## src/rtl/rcd_pkg.sv

```systemverilog
`timescale 1ns/1ps
package rcd_pkg;
    localparam int WORD_W    = 32;
    localparam int CNT_W     = 16;
    localparam int OPC_W     = 4;
    localparam int OPC_LSB   = 28;
    localparam int SFLAG_BIT = 22;
    localparam int LEN_LSB   = 16;
    localparam int DW_SHIFT  = 2;
    localparam int IB_ZERO   = 3;   // dword-address bits cleared for 32-byte alignment

    localparam logic [OPC_W-1:0] OPC_WRITE = 4'h2;
    localparam logic [OPC_W-1:0] OPC_COPY  = 4'h3;
    localparam logic [OPC_W-1:0] OPC_IBUF  = 4'h4;
    localparam logic [OPC_W-1:0] OPC_SEM   = 4'h5;
    localparam logic [OPC_W-1:0] OPC_FENCE = 4'h6;
    localparam logic [OPC_W-1:0] OPC_TRAP  = 4'h7;
    localparam logic [OPC_W-1:0] OPC_NOP   = 4'hF;

    typedef enum logic [1:0] {
        ST_HDR  = 2'd0,
        ST_OPND = 2'd1,
        ST_DATA = 2'd2,
        ST_HOLD = 2'd3
    } seq_state_e;

    function automatic logic [2:0] operand_count(logic [OPC_W-1:0] opc);
        case (opc)
            OPC_WRITE: return 3'd2;
            OPC_COPY:  return 3'd4;
            OPC_IBUF:  return 3'd2;
            OPC_SEM:   return 3'd2;
            OPC_FENCE: return 3'd3;
            default:   return 3'd0;
        endcase
    endfunction
endpackage

```

## src/rtl/rcd_hdr_decode.sv

```systemverilog
`timescale 1ns/1ps
module rcd_hdr_decode
    import rcd_pkg::*;
(
    input  logic [WORD_W-1:0] word,
    output logic [OPC_W-1:0]  opc,
    output logic              sflag,
    output logic [CNT_W-1:0]  cnt,
    output logic [2:0]        n_opnd,
    output logic              known
);
    logic unused_hdr_bits;

    assign opc    = word[OPC_LSB +: OPC_W];
    assign sflag  = word[SFLAG_BIT];
    assign cnt    = word[CNT_W-1:0];
    assign n_opnd = operand_count(opc);

    always_comb begin
        case (opc)
            OPC_WRITE, OPC_COPY, OPC_IBUF, OPC_SEM,
            OPC_FENCE, OPC_TRAP, OPC_NOP: known = 1'b1;
            default:                      known = 1'b0;
        endcase
    end

    assign unused_hdr_bits = ^{word[OPC_LSB-1:SFLAG_BIT+1], word[SFLAG_BIT-1:CNT_W]};
endmodule

```

## src/rtl/rcd_addr_join.sv

```systemverilog
`timescale 1ns/1ps
module rcd_addr_join
    import rcd_pkg::*;
#(
    parameter int HI_W     = 8,
    parameter int ZERO_LSB = 0,
    localparam int AW      = WORD_W - DW_SHIFT + HI_W
) (
    input  logic [WORD_W-1:0] lo,
    input  logic [WORD_W-1:0] hi,
    output logic [AW-1:0]     daddr
);
    logic unused_join_bits;

    generate
        if (ZERO_LSB == 0) begin : g_plain
            assign daddr = {hi[HI_W-1:0], lo[WORD_W-1:DW_SHIFT]};
            assign unused_join_bits = ^{lo[DW_SHIFT-1:0], hi[WORD_W-1:HI_W]};
        end else begin : g_aligned
            assign daddr = {hi[HI_W-1:0], lo[WORD_W-1:DW_SHIFT+ZERO_LSB], {ZERO_LSB{1'b0}}};
            assign unused_join_bits = ^{lo[DW_SHIFT+ZERO_LSB-1:0], hi[WORD_W-1:HI_W]};
        end
    endgenerate
endmodule

```

## src/rtl/ring_cmd_decoder.sv

```systemverilog
`timescale 1ns/1ps
module ring_cmd_decoder
    import rcd_pkg::*;
#(
    parameter int ADDR_HI_W = 8,
    localparam int AW       = WORD_W - DW_SHIFT + ADDR_HI_W
) (
    input  logic              clk,
    input  logic              rst_n,
    input  logic              irq_enable,
    input  logic              in_valid,
    input  logic [WORD_W-1:0] in_data,
    output logic              in_ready,
    input  logic              sem_release,
    output logic              wr_valid,
    output logic [AW-1:0]     wr_addr,
    output logic [WORD_W-1:0] wr_data,
    output logic              irq_pulse,
    output logic              pkt_done,
    output logic [OPC_W-1:0]  pkt_op,
    output logic              sem_signal,
    output logic              sem_waiting,
    output logic [AW-1:0]     sem_addr,
    output logic              xfer_valid,
    output logic              xfer_is_ib,
    output logic [CNT_W-1:0]  xfer_len,
    output logic [AW-1:0]     xfer_dst,
    output logic [AW-1:0]     xfer_src,
    output logic              err_flag
);
    localparam int N_JOIN              = 4;
    localparam logic [CNT_W-1:0] CNT_1 = CNT_W'(1);
    localparam logic [AW-1:0]    AW_1  = AW'(1);

    typedef struct packed {
        seq_state_e          st;
        logic [OPC_W-1:0]    op;
        logic                sflag;
        logic [2:0]          nops;
        logic [1:0]          idx;
        logic [CNT_W-1:0]    left;
        logic [WORD_W-1:0]   op0;
        logic [WORD_W-1:0]   op1;
        logic [WORD_W-1:0]   op2;
        logic [AW-1:0]       wa;
        logic                wr_v;
        logic [AW-1:0]       wr_a;
        logic [WORD_W-1:0]   wr_d;
        logic                irq;
        logic                done;
        logic [OPC_W-1:0]    done_op;
        logic                sem_sig;
        logic [AW-1:0]       sem_a;
        logic                xv;
        logic                xib;
        logic [CNT_W-1:0]    xlen;
        logic [AW-1:0]       xdst;
        logic [AW-1:0]       xsrc;
        logic                err;
    } dec_state_t;

    dec_state_t q, d;

    // header field decode of the offered dword
    logic [OPC_W-1:0] hd_op;
    logic             hd_s;
    logic [CNT_W-1:0] hd_cnt;
    logic [2:0]       hd_nops;
    logic             hd_known;

    rcd_hdr_decode u_hdr (
        .word   (in_data),
        .opc    (hd_op),
        .sflag  (hd_s),
        .cnt    (hd_cnt),
        .n_opnd (hd_nops),
        .known  (hd_known)
    );

    // address joins: 0 = op0/current, 1 = op0/op1, 2 = op0/op2, 3 = op1/current
    logic [WORD_W-1:0] j_lo [N_JOIN];
    logic [WORD_W-1:0] j_hi [N_JOIN];
    logic [AW-1:0]     j_addr [N_JOIN];
    logic [AW-1:0]     ib_addr;

    assign j_lo[0] = q.op0;  assign j_hi[0] = in_data;
    assign j_lo[1] = q.op0;  assign j_hi[1] = q.op1;
    assign j_lo[2] = q.op0;  assign j_hi[2] = q.op2;
    assign j_lo[3] = q.op1;  assign j_hi[3] = in_data;

    generate
        for (genvar gi = 0; gi < N_JOIN; gi++) begin : g_join
            rcd_addr_join #(.HI_W(ADDR_HI_W), .ZERO_LSB(0)) u_join (
                .lo    (j_lo[gi]),
                .hi    (j_hi[gi]),
                .daddr (j_addr[gi])
            );
        end
    endgenerate

    rcd_addr_join #(.HI_W(ADDR_HI_W), .ZERO_LSB(IB_ZERO)) u_join_ib (
        .lo    (q.op0),
        .hi    (in_data),
        .daddr (ib_addr)
    );

    logic take;
    logic opnd_last;

    assign in_ready  = (q.st != ST_HOLD);
    assign take      = in_valid && in_ready;
    assign opnd_last = ({1'b0, q.idx} == (q.nops - 3'd1));

    always_comb begin
        d         = q;
        d.wr_v    = 1'b0;
        d.irq     = 1'b0;
        d.done    = 1'b0;
        d.sem_sig = 1'b0;
        d.xv      = 1'b0;

        case (q.st)
            ST_HDR: begin
                if (take) begin
                    d.op    = hd_op;
                    d.sflag = hd_s;
                    d.left  = hd_cnt;
                    d.nops  = hd_nops;
                    d.idx   = 2'd0;
                    if (hd_nops == 3'd0) begin
                        d.done    = 1'b1;
                        d.done_op = hd_op;
                        if (hd_op == OPC_TRAP && irq_enable) d.irq = 1'b1;
                        if (!hd_known) d.err = 1'b1;
                    end else begin
                        d.st = ST_OPND;
                    end
                end
            end

            ST_OPND: begin
                if (take) begin
                    case (q.idx)
                        2'd0:    d.op0 = in_data;
                        2'd1:    d.op1 = in_data;
                        default: d.op2 = in_data;
                    endcase
                    if (!opnd_last) begin
                        d.idx = q.idx + 2'd1;
                    end else begin
                        d.st      = ST_HDR;
                        d.done    = 1'b1;
                        d.done_op = q.op;
                        case (q.op)
                            OPC_WRITE: begin
                                if (q.left != '0) begin
                                    d.st   = ST_DATA;
                                    d.done = 1'b0;
                                    d.wa   = j_addr[0];
                                end
                            end
                            OPC_FENCE: begin
                                d.wr_v = 1'b1;
                                d.wr_a = j_addr[1];
                                d.wr_d = in_data;
                            end
                            OPC_SEM: begin
                                d.sem_a = j_addr[0];
                                if (q.sflag) begin
                                    d.sem_sig = 1'b1;
                                end else begin
                                    d.st   = ST_HOLD;
                                    d.done = 1'b0;
                                end
                            end
                            OPC_COPY: begin
                                d.xv   = 1'b1;
                                d.xib  = 1'b0;
                                d.xlen = q.left;
                                d.xdst = j_addr[2];
                                d.xsrc = j_addr[3];
                            end
                            OPC_IBUF: begin
                                d.xv   = 1'b1;
                                d.xib  = 1'b1;
                                d.xlen = in_data[LEN_LSB +: CNT_W];
                                d.xdst = '0;
                                d.xsrc = ib_addr;
                            end
                            default: ;
                        endcase
                    end
                end
            end

            ST_DATA: begin
                if (take) begin
                    d.wr_v = 1'b1;
                    d.wr_a = q.wa;
                    d.wr_d = in_data;
                    d.wa   = q.wa + AW_1;
                    d.left = q.left - CNT_1;
                    if (q.left == CNT_1) begin
                        d.st      = ST_HDR;
                        d.done    = 1'b1;
                        d.done_op = q.op;
                    end
                end
            end

            ST_HOLD: begin
                if (sem_release) begin
                    d.st      = ST_HDR;
                    d.done    = 1'b1;
                    d.done_op = q.op;
                end
            end

            default: d.st = ST_HDR;
        endcase
    end

    always_ff @(posedge clk) begin
        if (!rst_n) q <= '0;
        else        q <= d;
    end

    assign wr_valid    = q.wr_v;
    assign wr_addr     = q.wr_a;
    assign wr_data     = q.wr_d;
    assign irq_pulse   = q.irq;
    assign pkt_done    = q.done;
    assign pkt_op      = q.done_op;
    assign sem_signal  = q.sem_sig;
    assign sem_waiting = (q.st == ST_HOLD);
    assign sem_addr    = q.sem_a;
    assign xfer_valid  = q.xv;
    assign xfer_is_ib  = q.xib;
    assign xfer_len    = q.xlen;
    assign xfer_dst    = q.xdst;
    assign xfer_src    = q.xsrc;
    assign err_flag    = q.err;
endmodule

```

## config.mk

```make
export PLATFORM = sky130hd
export DESIGN_NAME = ring_cmd_decoder
export DESIGN_NICKNAME = d
export VERILOG_FILES = /design/src/rtl/rcd_pkg.sv /design/src/rtl/rcd_hdr_decode.sv /design/src/rtl/rcd_addr_join.sv /design/src/rtl/ring_cmd_decoder.sv
export SDC_FILE = /design/constraint.sdc
export NUM_CORES = 1
export LEC_CHECK = 0
export ABC_AREA = 1
export BUFFER_PORTS_ARGS = -buffer_cell sky130_fd_sc_hd__buf_2
export CAP_MARGIN = 20
export CORE_ASPECT_RATIO = 1.5
export CORE_MARGIN = 1
export CORE_UTILIZATION = 54
export CTS_BUF_LIST = sky130_fd_sc_hd__clkbuf_4
export CTS_CLUSTER_DIAMETER = 120
export DETAILED_ROUTE_END_ITERATION = 7
export PLACE_DENSITY = 0.79
export SKIP_CTS_REPAIR_TIMING = 1
export SYNTH_ARGS = -nofsm -noshare
export SYNTH_HDL_FRONTEND = slang
export SYNTH_SLANG_ARGS = --single-unit
```

## constraint.sdc

```tcl
create_clock -name clk -period 1.9 [get_ports clk]
set_clock_uncertainty 0.05 [all_clocks]
set_input_delay 0.095 -clock clk [delete_from_list [all_inputs] [get_ports clk]]
set_output_delay 0.095 -clock clk [all_outputs]
set_load 0.005 [all_outputs]
```

==> summary.md <==
| Metric | Value |
|---|---|
| Final hold vios | 22 |
| Final worst-path cycle share | 120% |
| M3 GR Usage | roughly 7.0% |
| First-pass GRT wire length | approximately 84,000 um |
| Clk buf depth | 3 |
| Fin crit period | between 2 and 2.5 ns |
| Placed cell count | roughly 2,800 |
| Global-route usage over all layers | between 30% and 40% |
| Asr flop ratio synth | 0% |
| CTS root buffer | clkbuf_4 |
| Cells after Synth | roughly 2,400 |
| VDD IR max | 0.823 mV |
| Post-Syn Area | between 15,000 and 20,000 um^2 |
| Failing checks | design-rule violations, negative hold slack, negative setup slack |
| Worst Hold Class | input port to register |
| Cell variety after synth | 34 |
| Cell Area, Placed | approximately 18,000 um^2 |
| CP startpoint | q[363] |
| Status | finished with violations |
| # setup viols final | approximately 280 |
| Initial antenna violation count | 3 |
| Via count | around 19,000 |
| Critical Path Fanout Max | 9 |
| Post-route cell area | about 22,000 um^2 |
| Die footprint | ~32,000 um^2 |
| Crit path DAT | ~3 ns |
| Max Clk Rate | ~440 MHz |
| PD cells | just over 900 nW/um^2 |
| Worst-path clk slew | approximately 0.080 ns |
| Synth area leader | dfxtp_1 |
| Type of destination of the critical path | register |
| Worst Setup EP | wr_data[25] |
| P_leak | between 9 and 10 nW |
| Busiest grt layer | met2 |
| Worst reg2reg setup slack | -0.38 ns |
| HPWL after DPL | 39,100 um |
| Boundary Pins | 250 |
| CP startpoint kind | register |
| Routed WL | about 70,000 um |
| TritonRoute pass-1 iters | 8 |
| Syn_nets | ~2,500 |
| RSZ-0062 raised after global routing | yes |
| Avg Synthesized Cell Area | roughly 7 um^2 |
| Layout cells sized above 1 | between 30 and 40% |
| DRT iter0 DRCs | 2,303 |
| DR WL/cell | 22.4 um |
| EDFF count, synth | 0 |
| Initial Util | between 50% and 60% |
| CTS tree | done |
| Die Wd | roughly 150 um |
| Number of max-cap violations | 0 |
| Reg-to-reg startpoint | q[363] |
| Crit Path Class | register to register |
| Worst Reg-to-Reg Cells | 11 |
| Area of the core | a little over 30,000 um^2 |
| Post-route DRC | 19 |
| Non-Filler Instances | 3,103 |
| Register area share after synthesis | approximately two fifths |
| Cell row count | just under 80 |
| Nets | approximately 2,700 |
| Antenna-violating nets left | 0 |
| Area growth from synthesis to layout | 30.1% |
| H-Tree Depth | 3 |
| Worst slew margin | between 20% and 30% |
| Top FF cell, synth | dfxtp_1 |
| Synth Register Bits | roughly 350 |
| Number of I/O port buffers | approximately 250 |
| GRT met1 Usage | 36.3% |
| Remaining global-route overflow | 0 |
| RD Place Congestion | a little under 1 |
| Vias in the first global route | around 16,000 |
| Worst skew pair latency | ~0.85 ns |
| WP data required | between 2 and 3 ns |
| Worst Tran Pin Value | around 1.1 ns |
| CTS Sinks | ~350 |
| Synth warnings | 0 |
| Reg2Reg Capture Point | wr_data[25] |
| CTS Buf Count | 84 |
| WHS Path Cells | 3 |
| Global Route met2 Usage | about three fifths |
| Final worst slack | -0.379 ns |
| Die Height | approximately 220 um |
| WHS | -0.383 ns |
| Vias per std cell | between 5 and 6 |
| Share of the synthesized area in the top cell type | 41.5% |
| Final Max Tran Viols | 0 |
| Synth top area cells | dfxtp_1 (41%), nand2_1 (14%), buf_4 (9.7%) |
| Pin count of the biggest net entering global routing | 75 |
| Setup Total Neg Slack | -55.43 ns |
## per-stage QoR
step                      power [mW]  hold WS [ns]  utilization, %  worst slack, ns
after floorplan                 10.9         0.180               -        -0.000319
after global placement          12.8         0.319            58.7           -0.290
after detailed placement        12.9         0.321            58.7           -0.285
after CTS                       18.8        -0.532            62.0           -0.351
after global routing            20.7        -0.341            71.8           -0.418
final                           20.0        -0.383            71.8           -0.379
## synthesized netlist by cell type (3+ instances only)
cell,number
nand2_1,623
clkbuf_1,90
a211oi_1,5
dfxtp_1,347
nor2_2,3
and2_1,3
xor2_1,6
a31oi_1,21
buf_4,216
nand4_1,23
nand3_1,100
o22ai_1,45
nor2_1,158
ha_1,11
buf_2,29
inv_1,187
o21bai_1,7
inv_2,5
nor2_4,3
a21oi_1,312
buf_1,4
xnor2_1,3
o21ai_0,181
nor3_1,6
## area by class of cell
class / count / area [um^2]
Clock buffer: 119 / 893
Inverter: 192 / 733
Clock inverter: 25 / 114
Multi-Input combinational cell: 1525 / 8330
Tap cell: 400 / 500
Antenna cell: 2 / 5.00
Sequential cell: 347 / 6950
Fill cell: 2170 / 8550
Timing Repair Buffer: 493 / 4270
## registers in the layout, indices dropped and copies added (netlist names)
name        flops
q              66
j_hi           40
sem_addr       38
wr_addr        38
xfer_dst       38
xfer_src       38
wr_data        32
j_lo           30
xfer_len       16
pkt_op          4
err_flag        1
irq_pulse       1
pkt_done        1
sem_signal      1
wr_valid        1
xfer_is_ib      1
xfer_valid      1
## cell families after synthesis
group | Yosys count | synth area share, %
simple gates | 930 | 22.4
compound gates | 574 | 17.9
buf+inv | 531 | 17.0
flops | 347 | 41.5
fa+ha+maj | 11 | 0.821
xor+xnor | 9 | 0.471
## how the worst min path moves through the flow
stage	to	slack (ns)	start
floorplan	j_hi[32]	0.18	in_data[0]
global placement	irq_pulse	0.32	irq_enable
detailed placement	irq_pulse	0.32	irq_enable
CTS	irq_pulse	-0.53	irq_enable
global route	xfer_len[15]	-0.34	rst_n
finish	xfer_len[15]	-0.38	rst_n
## routing by layer
metal / wire length [um] / up-vias
met3: 7580 / 526
met5: 0 / -
met2: 32200 / 1434
met1: 22300 / 8440
met4: 7390 / 0
li1: - / 8107
## layout by cell type, fill, tap and decap left out, drive strengths merged
master	n
a211oi	5
a21oi	312
a221oi	1
a31oi	21
and2	4
buf	425
clkbuf	142
clkinv	19
clkinvlp	2
dfxtp	347
diode	2
dlygate4sd3	45
ha	11
inv	196
nand2	626
nand3	101
nand3b	2
nand4	23
nor2	164
nor3	7
nor4	2
o21a	1
o21ai	181
o21bai	7
o22ai	45
o31ai	1
or2	2
xnor2	3
xor2	6
## critical path, stage by stage (launching register included)
cell and delay [ns]:
dfxtp_2 0.33, inv_2 0.05, ha_4 0.15, xnor2_1 0.34
nand3_4 0.17, nand2_2 0.11, nand3b_1 0.14, nor2_4 0.21
buf_12 0.17, buf_6 0.18, nand2_1 0.08, a21oi_1 0.17
## where the power goes
| group | switching [mW] | total [mW] | internal [mW] | leakage (nW) |
|---|---|---|---|---|
| sequential | 0.452 | 8.13 | 7.68 | 2.80 |
| combinational | 3.54 | 5.67 | 2.13 | 5.65 |
| clock | 3.27 | 6.16 | 2.89 | 0.611 |
| total | 7.26 | 20.0 | 12.7 | 9.07 |
No activity file was read; power rests on OpenSTA's default activity.
